### config.mk
export PLATFORM = sky130hd
export DESIGN_NAME = spi_fifo_irq_unit
export DESIGN_NICKNAME = d
export VERILOG_FILES = /design/src/rtl/sfiu_pkg.sv /design/src/rtl/sfiu_fifo.sv /design/src/rtl/sfiu_thresh.sv /design/src/rtl/sfiu_flag_group.sv /design/src/rtl/spi_fifo_irq_unit.sv
export SDC_FILE = /design/constraint.sdc
export NUM_CORES = 1
export LEC_CHECK = 0
export BUFFER_PORTS_ARGS = -buffer_cell sky130_fd_sc_hd__buf_2
export CELL_PAD_IN_SITES_DETAIL_PLACEMENT = 1
export CELL_PAD_IN_SITES_GLOBAL_PLACEMENT = 1
export CORE_ASPECT_RATIO = 0.75
export CORE_UTILIZATION = 55
export CTS_CLUSTER_DIAMETER = 120
export CTS_CLUSTER_SIZE = 40
export DETAILED_ROUTE_END_ITERATION = 7
export PLACE_DENSITY = 0.79
export SYNTH_ARGS = -nofsm -noshare
export SYNTH_HDL_FRONTEND = slang
export SYNTH_SLANG_ARGS = --single-unit
### constraint.sdc
create_clock -name clk -period 5.7 [get_ports clk]
set_clock_uncertainty 0.05 [all_clocks]
set_input_delay 1.14 -clock clk [delete_from_list [all_inputs] [get_ports clk]]
set_output_delay 1.14 -clock clk [all_outputs]
set_load 0.02 [all_outputs]
### src/rtl/sfiu_pkg.sv
package sfiu_pkg;

   localparam int REG_W = 32;

   // register word addresses
   localparam logic [3:0] A_CTRL = 4'd0;
   localparam logic [3:0] A_CFG  = 4'd1;
   localparam logic [3:0] A_TXD  = 4'd2;
   localparam logic [3:0] A_RXD  = 4'd3;
   localparam logic [3:0] A_STAT = 4'd4;
   localparam logic [3:0] A_FFL  = 4'd5;
   localparam logic [3:0] A_FEN  = 4'd6;
   localparam logic [3:0] A_XFL  = 4'd7;
   localparam logic [3:0] A_XEN  = 4'd8;

   // control bits
   localparam int CTRL_TX_FLUSH = 0;
   localparam int CTRL_RX_FLUSH = 1;

   // status word positions
   localparam int ST_TXFULL  = 4;
   localparam int ST_TXLVL   = 8;
   localparam int ST_RXEMPTY = 20;
   localparam int ST_RXLVL   = 24;
   localparam int ST_LVL_W   = 8;

   // threshold codes
   localparam logic [1:0] THR_8 = 2'd0;
   localparam logic [1:0] THR_4 = 2'd1;

   // compact queue flag indices and their register bit positions
   localparam int FI_RXTH  = 0;
   localparam int FI_TXTH  = 1;
   localparam int FI_RXFUL = 2;
   localparam int FI_TXEMP = 3;
   localparam int FI_RXUND = 4;
   localparam int FI_TXOVF = 5;
   localparam int FIFO_N   = 6;
   localparam int unsigned FIFO_POS [FIFO_N] = '{4, 5, 8, 9, 16, 17};

   localparam int XFER_N = 2;

endpackage

### src/rtl/sfiu_fifo.sv
module sfiu_fifo #(
   parameter int DATA_W = 32,
   parameter int DEPTH  = 16,
   localparam int PTR_W = (DEPTH > 1) ? $clog2(DEPTH) : 1,
   localparam int LVL_W = $clog2(DEPTH + 1)
)(
   input  logic              clk,
   input  logic              rst_n,
   input  logic              flush,
   input  logic              push,
   input  logic [DATA_W-1:0] push_data,
   input  logic              pop,
   output logic [DATA_W-1:0] head,
   output logic [LVL_W-1:0]  level,
   output logic              full,
   output logic              empty
);

   if (DEPTH < 2) begin : g_bad_depth
      $error("sfiu_fifo: DEPTH must be at least 2");
   end

   logic [DATA_W-1:0] mem [DEPTH];
   logic [PTR_W-1:0]  wr_ptr, rd_ptr, wr_nxt, rd_nxt;
   logic [LVL_W-1:0]  count;
   logic              push_ok, pop_ok;

   assign full    = (count == LVL_W'(DEPTH));
   assign empty   = (count == '0);
   assign level   = count;
   assign push_ok = push & ~full & ~flush;
   assign pop_ok  = pop & ~empty & ~flush;

   // pointer advance: free wrap for power-of-two depths, compare otherwise
   if ((1 << PTR_W) == DEPTH) begin : g_pow2
      assign wr_nxt = wr_ptr + 1'b1;
      assign rd_nxt = rd_ptr + 1'b1;
   end else begin : g_wrap
      assign wr_nxt = (wr_ptr == PTR_W'(DEPTH - 1)) ? '0 : wr_ptr + 1'b1;
      assign rd_nxt = (rd_ptr == PTR_W'(DEPTH - 1)) ? '0 : rd_ptr + 1'b1;
   end

   always_ff @(posedge clk) begin
      if (!rst_n || flush) begin
         wr_ptr <= '0;
         rd_ptr <= '0;
         count  <= '0;
      end else begin
         if (push_ok) wr_ptr <= wr_nxt;
         if (pop_ok)  rd_ptr <= rd_nxt;
         case ({push_ok, pop_ok})
            2'b10:   count <= count + 1'b1;
            2'b01:   count <= count - 1'b1;
            default: count <= count;
         endcase
      end
   end

   always_ff @(posedge clk) begin
      if (push_ok) mem[wr_ptr] <= push_data;
   end

   assign head = empty ? '0 : mem[rd_ptr];

endmodule

### src/rtl/sfiu_thresh.sv
module sfiu_thresh
   import sfiu_pkg::*;
#(
   parameter int LVL_W = 5
)(
   input  logic [1:0]       sel,
   input  logic [LVL_W-1:0] tx_level,
   input  logic [LVL_W-1:0] rx_level,
   output logic             tx_low,
   output logic             rx_high
);

   if (LVL_W < 4) begin : g_bad_width
      $error("sfiu_thresh: level width too small for an 8-word limit");
   end

   logic [LVL_W-1:0] limit;

   always_comb begin
      case (sel)
         THR_8:   limit = LVL_W'(8);
         THR_4:   limit = LVL_W'(4);
         default: limit = LVL_W'(1);
      endcase
   end

   assign tx_low  = (tx_level <= limit);
   assign rx_high = (rx_level >= limit);

endmodule

### src/rtl/sfiu_flag_group.sv
module sfiu_flag_group #(
   parameter int W = 2
)(
   input  logic         clk,
   input  logic         rst_n,
   input  logic [W-1:0] set_ev,
   input  logic         clr_we,
   input  logic [W-1:0] clr_bits,
   input  logic         en_we,
   input  logic [W-1:0] en_bits,
   output logic [W-1:0] flags,
   output logic [W-1:0] enables,
   output logic         hit
);

   if (W < 1) begin : g_bad_w
      $error("sfiu_flag_group: W must be positive");
   end

   logic [W-1:0] clr_mask;
   assign clr_mask = clr_we ? clr_bits : '0;

   always_ff @(posedge clk) begin
      if (!rst_n) begin
         flags   <= '0;
         enables <= '0;
      end else begin
         // a set event overrides a clear in the same cycle
         flags <= (flags & ~clr_mask) | set_ev;
         if (en_we) enables <= en_bits;
      end
   end

   assign hit = |(flags & enables);

endmodule

### src/rtl/spi_fifo_irq_unit.sv
module spi_fifo_irq_unit
   import sfiu_pkg::*;
#(
   parameter int DATA_W = 32,
   parameter int DEPTH  = 16,
   parameter int ADDR_W = 4
)(
   input  logic              clk,
   input  logic              rst_n,
   input  logic              reg_wr,
   input  logic [ADDR_W-1:0] reg_waddr,
   input  logic [31:0]       reg_wdata,
   input  logic              reg_rd,
   input  logic [ADDR_W-1:0] reg_raddr,
   output logic [31:0]       reg_rdata,
   input  logic              eng_tx_pop,
   output logic [DATA_W-1:0] eng_tx_data,
   input  logic              eng_rx_push,
   input  logic [DATA_W-1:0] eng_rx_data,
   input  logic              xfer_rx_done,
   input  logic              xfer_tx_done,
   output logic              irq
);

   localparam int LVL_W = $clog2(DEPTH + 1);

   if (DEPTH < 8) begin : g_bad_depth
      $error("spi_fifo_irq_unit: DEPTH must cover the 8-word threshold");
   end
   if (LVL_W > ST_LVL_W) begin : g_bad_lvl
      $error("spi_fifo_irq_unit: level does not fit the status field");
   end
   if (DATA_W < 1 || DATA_W > REG_W) begin : g_bad_data
      $error("spi_fifo_irq_unit: DATA_W must be 1..32");
   end
   if (ADDR_W < 4) begin : g_bad_addr
      $error("spi_fifo_irq_unit: ADDR_W must be at least 4");
   end

   // ---------------- address decode ----------------
   logic wr_ctrl, wr_cfg, wr_txd, wr_ffl, wr_fen, wr_xfl, wr_xen, rd_rxd;

   assign wr_ctrl = reg_wr && (reg_waddr == ADDR_W'(A_CTRL));
   assign wr_cfg  = reg_wr && (reg_waddr == ADDR_W'(A_CFG));
   assign wr_txd  = reg_wr && (reg_waddr == ADDR_W'(A_TXD));
   assign wr_ffl  = reg_wr && (reg_waddr == ADDR_W'(A_FFL));
   assign wr_fen  = reg_wr && (reg_waddr == ADDR_W'(A_FEN));
   assign wr_xfl  = reg_wr && (reg_waddr == ADDR_W'(A_XFL));
   assign wr_xen  = reg_wr && (reg_waddr == ADDR_W'(A_XEN));
   assign rd_rxd  = reg_rd && (reg_raddr == ADDR_W'(A_RXD));

   logic tx_flush, rx_flush;
   assign tx_flush = wr_ctrl & reg_wdata[CTRL_TX_FLUSH];
   assign rx_flush = wr_ctrl & reg_wdata[CTRL_RX_FLUSH];

   // ---------------- threshold code ----------------
   logic [1:0] thr_sel;

   always_ff @(posedge clk) begin
      if (!rst_n)      thr_sel <= THR_8;
      else if (wr_cfg) thr_sel <= reg_wdata[1:0];
   end

   // ---------------- queues ----------------
   logic [DATA_W-1:0] tx_head, rx_head;
   logic [LVL_W-1:0]  tx_level, rx_level;
   logic              tx_full, tx_empty, rx_full, rx_empty;

   sfiu_fifo #(.DATA_W(DATA_W), .DEPTH(DEPTH)) u_txq (
      .clk       (clk),
      .rst_n     (rst_n),
      .flush     (tx_flush),
      .push      (wr_txd),
      .push_data (reg_wdata[DATA_W-1:0]),
      .pop       (eng_tx_pop),
      .head      (tx_head),
      .level     (tx_level),
      .full      (tx_full),
      .empty     (tx_empty)
   );

   sfiu_fifo #(.DATA_W(DATA_W), .DEPTH(DEPTH)) u_rxq (
      .clk       (clk),
      .rst_n     (rst_n),
      .flush     (rx_flush),
      .push      (eng_rx_push),
      .push_data (eng_rx_data),
      .pop       (rd_rxd),
      .head      (rx_head),
      .level     (rx_level),
      .full      (rx_full),
      .empty     (rx_empty)
   );

   assign eng_tx_data = tx_head;

   logic tx_low, rx_high;

   sfiu_thresh #(.LVL_W(LVL_W)) u_thr (
      .sel      (thr_sel),
      .tx_level (tx_level),
      .rx_level (rx_level),
      .tx_low   (tx_low),
      .rx_high  (rx_high)
   );

   // ---------------- queue flag group ----------------
   logic [FIFO_N-1:0] f_set, f_clr, f_en_in, fifo_flags, fifo_en;
   logic              f_hit;

   always_comb begin
      f_set           = '0;
      f_set[FI_RXTH]  = rx_high;
      f_set[FI_TXTH]  = tx_low;
      f_set[FI_RXFUL] = rx_full;
      f_set[FI_TXEMP] = tx_empty;
      f_set[FI_RXUND] = rd_rxd & rx_empty;
      f_set[FI_TXOVF] = wr_txd & tx_full;
   end

   for (genvar g = 0; g < FIFO_N; g++) begin : g_fmap
      assign f_clr[g]   = reg_wdata[FIFO_POS[g]];
      assign f_en_in[g] = reg_wdata[FIFO_POS[g]];
   end

   sfiu_flag_group #(.W(FIFO_N)) u_fgrp (
      .clk      (clk),
      .rst_n    (rst_n),
      .set_ev   (f_set),
      .clr_we   (wr_ffl),
      .clr_bits (f_clr),
      .en_we    (wr_fen),
      .en_bits  (f_en_in),
      .flags    (fifo_flags),
      .enables  (fifo_en),
      .hit      (f_hit)
   );

   // ---------------- transfer flag group ----------------
   logic [XFER_N-1:0] x_set, xfer_flags, xfer_en;
   logic              x_hit;

   assign x_set = {xfer_tx_done, xfer_rx_done};

   sfiu_flag_group #(.W(XFER_N)) u_xgrp (
      .clk      (clk),
      .rst_n    (rst_n),
      .set_ev   (x_set),
      .clr_we   (wr_xfl),
      .clr_bits (reg_wdata[XFER_N-1:0]),
      .en_we    (wr_xen),
      .en_bits  (reg_wdata[XFER_N-1:0]),
      .flags    (xfer_flags),
      .enables  (xfer_en),
      .hit      (x_hit)
   );

   assign irq = f_hit | x_hit;

   // ---------------- read path ----------------
   logic [31:0] stat_word, ffl_word, fen_word;

   always_comb begin
      stat_word = '0;
      stat_word[ST_TXFULL]                = tx_full;
      stat_word[ST_TXLVL +: ST_LVL_W]     = ST_LVL_W'(tx_level);
      stat_word[ST_RXEMPTY]               = rx_empty;
      stat_word[ST_RXLVL +: ST_LVL_W]     = ST_LVL_W'(rx_level);
      ffl_word = '0;
      fen_word = '0;
      for (int i = 0; i < FIFO_N; i++) begin
         ffl_word[FIFO_POS[i]] = fifo_flags[i];
         fen_word[FIFO_POS[i]] = fifo_en[i];
      end
   end

   always_comb begin
      reg_rdata = '0;
      case (reg_raddr)
         ADDR_W'(A_CFG):  reg_rdata[1:0]        = thr_sel;
         ADDR_W'(A_RXD):  reg_rdata[DATA_W-1:0] = rx_head;
         ADDR_W'(A_STAT): reg_rdata             = stat_word;
         ADDR_W'(A_FFL):  reg_rdata             = ffl_word;
         ADDR_W'(A_FEN):  reg_rdata             = fen_word;
         ADDR_W'(A_XFL):  reg_rdata[XFER_N-1:0] = xfer_flags;
         ADDR_W'(A_XEN):  reg_rdata[XFER_N-1:0] = xfer_en;
         default:         reg_rdata             = '0;
      endcase
   end

endmodule

==> run metrics <==
Post-CTS Hold Fix Bufs=0; critical path fanouts, max=57; number of antenna violations at the first check in global routing=10; height of the chip=241 um; root cell of the clock tree=sky130_fd_sc_hd__clkbuf_16; fin crit share=81.1%; stages on the worst setup path=6; post-detailed-route DRC marker count=0; router iterations before antenna repair=5; Avg Cell Area, Syn=21.7 um^2; maximum clock frequency=216 MHz; Post-CTS Setup Repair Bufs=0; DIE AREA=77500 um^2; library cell with the largest summed area after synthesis=sky130_fd_sc_hd__edfxtp_1; Max rail drop VDD=0.316 mV; total instance count after detailed placement=3058; largest net degree at the start of global routing=77; cell area after synthesis=42000 um^2; capture instance of the worst register-to-register path=u_rxq.level[4]$_SDFFE_PP0P_; cell with the biggest individual delay on the critical path=sky130_fd_sc_hd__dfxtp_4; proportion of synthesized chip area in sequential cells=75.7%; fraction of final layout cells with drive strength greater than 1=28.8%; global-route usage over all layers=24.9%; leading cell types by count after synthesis=sky130_fd_sc_hd__edfxtp_1 (1024), sky130_fd_sc_hd__mux4_2 (305), sky130_fd_sc_hd__nor2b_1 (69); Slew headroom=27.9%; reported leakage power=13.7 nW; Worst EP required=4.51 ns; Worst R2R Start=u_rxq.level[0]$_SDFFE_PP0P_; fin crit period=4.62 ns; instance count along the most critical hold path=2; violation count after the first detailed-route iteration=2001; maximum count of clock buffers along a single path=3; share of the core filled with cells in the final layout=59.9%; distinct cell type count after synthesis=53; final cell area excluding filler cells=45100 um^2; mux share of post-synthesis cell area=17.1%; number of global-route vias before repair=20700; final worst hold slack=0.499 ns; Initial Utilization=55.7%; Post-Synth XOR/XNOR Area=0.375%; end of the critical path=reg_rdata[10]; leading cell type by number of instances after synthesis=sky130_fd_sc_hd__edfxtp_1; final WL=96.1 mm; Finish-stage setup viols=0; drt via density=6.39; depth of the most critical reg-to-reg path=12; ports placed on the boundary=145; CP arrival=3.43 ns; cell area reported after detailed placement=44300 um^2; Synth Area in Adders=0.626%; final cell count without fillers=3106; power density over the cells=307 nW/um^2; number of storage elements in the synthesis netlist=1076; HPWL Detailed=58.0 mm; post-synthesis async set-or-reset flop share=0%; layout overhead on the synthesized area=7.53%; category of the most critical setup path=reg2out; register-to-register setup slack=2.01 ns; DRT antenna net count=0; remaining global-route overflow=0; main combinational cell family by area after synthesis=multiplexers; number of nets at the end of the flow=2169; dominant synthesized flop cell=sky130_fd_sc_hd__edfxtp_1; core footprint=75300 um^2; global-route wire length before repair=139 mm; CP max stage delay=0.96 ns; CTS tree=done; type of the most critical hold path=reg2reg; unrepaired setup endpoints after global routing=false; Setup Total Neg Slack=0 ns; wire length per cell after detailed routing=30.9 um; via total after detailed routing=19900; status=complete, no violations; count of mapped cells out of synthesis=1931; Worst path most repeated cell=sky130_fd_sc_hd__mux4_2; Slew Viols, Final=0; H-Tree Level Count=1; cell types occupying the most area after synthesis=sky130_fd_sc_hd__edfxtp_1 (73%), sky130_fd_sc_hd__mux4_2 (16%), sky130_fd_sc_hd__dfxtp_1 (2.5%); crit path launch type=flop; Final Hold Vio Count=0; number of enable flip-flop cells after synthesis=1024; fraction of the mapped netlist area in compound gates=1.75%; CTS sink count=1076; Num CTS Buffers=31; placer congestion estimate=0.817; Post-CTS Resized=0; I/O Buffers=144; count of yosys warnings during synthesis=0; basic-gate share of the synthesized area counting and, or, nand and nor cells=3.05%; slew of the pin with the lowest slew margin=1.08 ns; buffers and inverters on the worst path=3; number of nets in the synthesized netlist=2032; ordered cell list for the critical path=buf_4 -> mux4_2 -> mux4_2 -> inv_1 -> o21ai_1 -> buf_2; Clock transition at path regs=0.13 ns; max_cap viols=0; number of cell rows=87; proportion of netlist area held by the largest area contributor=73.2%; top cell family by delay on the critical path=flip-flops; Clock Latency Late Sink=0.67 ns; Die Span X=321 um; type of element capturing the critical path=primary output
-- sequential cells by signal, summed over array words and instances (netlist names), 4 cells and up, named ones only --
| name | count |
|---|---|
| u_fgrp.enables | 6 |
| u_rxq.mem | 512 |
| u_rxq.rd_ptr | 4 |
| u_fgrp.flags | 6 |
| u_txq.mem | 512 |
| u_rxq.level | 5 |
| u_rxq.wr_ptr | 4 |
| u_txq.wr_ptr | 4 |
| u_txq.rd_ptr | 4 |
| u_txq.level | 5 |
-- layer usage --
layer,wire length (um),GRT usage (%)
met5,41,0
met4,2820,7.09
met3,5790,2.93
met2,47900,41.8
met1,39600,35.2
-- cells by family after synthesis --
kind of cell,after synthesis
buffers and inverters,129
DFF,1076
AOI/OAI and AO/OA,105
and+or+nand+nor,247
xor gates and xnor gates,18
muxes,335
adders and majority gates,21
-- report_power, final --
group	internal (mW)	switching, mW
clock	1.04	2.14
combinational	0.838	1.03
sequential	8.71	0.0977
-- cell type report --
class	count	area [um^2]
sequential	1076	31800
fill	6326	30200
multi-input combinational	726	9830
tap	1023	1280
timing repair buffer	207	1240
clock buffer	43	821
inverter	26	97.6
clock inverter	3	55.1
antenna	2	5.00
-- metrics by stage --
| stage | power [mW] | worst slack (ns) |
|---|---|---|
| after detailed placement | 10.9 | 1.49 |
| after global routing | 14.2 | 0.921 |
| final | 13.9 | 1.08 |
| after CTS | 13.9 | 1.02 |
| after floorplan | 10.2 | 0.778 |
| after global placement | 10.8 | 1.52 |
-- worst min-delay path by stage --
stage | start | endpoint | slack (ns)
global route | u_fgrp.flags[5]$_SDFF_PN0_ | u_fgrp.flags[5]$_SDFF_PN0_ | 0.53
finish | u_rxq.rd_ptr[3]$_SDFFE_PP0N_ | flop | 0.50
detailed placement | u_rxq.rd_ptr[3]$_SDFFE_PP0N_ | flop | 0.48
CTS | u_rxq.rd_ptr[3]$_SDFFE_PP0N_ | flop | 0.50
global placement | u_txq.rd_ptr[3]$_SDFFE_PP0P_ | u_txq.rd_ptr[3]$_SDFFE_PP0P_ | 0.45
floorplan | thr_sel[0]$_SDFFE_PN0P_ | thr_sel[0]$_SDFFE_PN0P_ | 0.42
-- placed cells by master, fill, tap and decap left out, drive strengths merged, types with 2 or more instances in the layout --
cell	synthesis	final
a22oi	12	12
or2	2	2
a21boi	6	6
and3	4	4
nand2	39	39
a21oi	19	19
nor4	5	5
xnor2	7	7
o31a	2	2
a21o	3	3
nor2b	69	69
clkbuf	51	43
xor2	11	11
nand2b	12	12
nand3	15	15
inv	26	28
diode	0	2
nor3b	3	3
or3	5	5
ha	21	21
mux4	305	305
edfxtp	1024	1024
a211oi	33	33
o22ai	6	6
buf	52	207
o311ai	3	3
o21ai	15	15
nand4	6	6
mux2i	30	30
nor2	65	65
nor3	16	16
dfxtp	52	52
-- worst reg2reg max path, cell delays in order, from the launching register on --
cell and delay, ns:
sky130_fd_sc_hd__dfxtp_1 0.45, sky130_fd_sc_hd__nor4_1 0.63, sky130_fd_sc_hd__a21boi_0 0.37, sky130_fd_sc_hd__and2_1 0.31
sky130_fd_sc_hd__inv_1 0.10, sky130_fd_sc_hd__ha_1 0.34, sky130_fd_sc_hd__xor2_1 0.19, sky130_fd_sc_hd__ha_1 0.23
sky130_fd_sc_hd__a21o_1 0.13, sky130_fd_sc_hd__a22oi_1 0.08, sky130_fd_sc_hd__o221a_2 0.29, sky130_fd_sc_hd__or3_1 0.30
sky130_fd_sc_hd__a21oi_1 0.14
No activity file was read; power rests on OpenSTA's default activity.
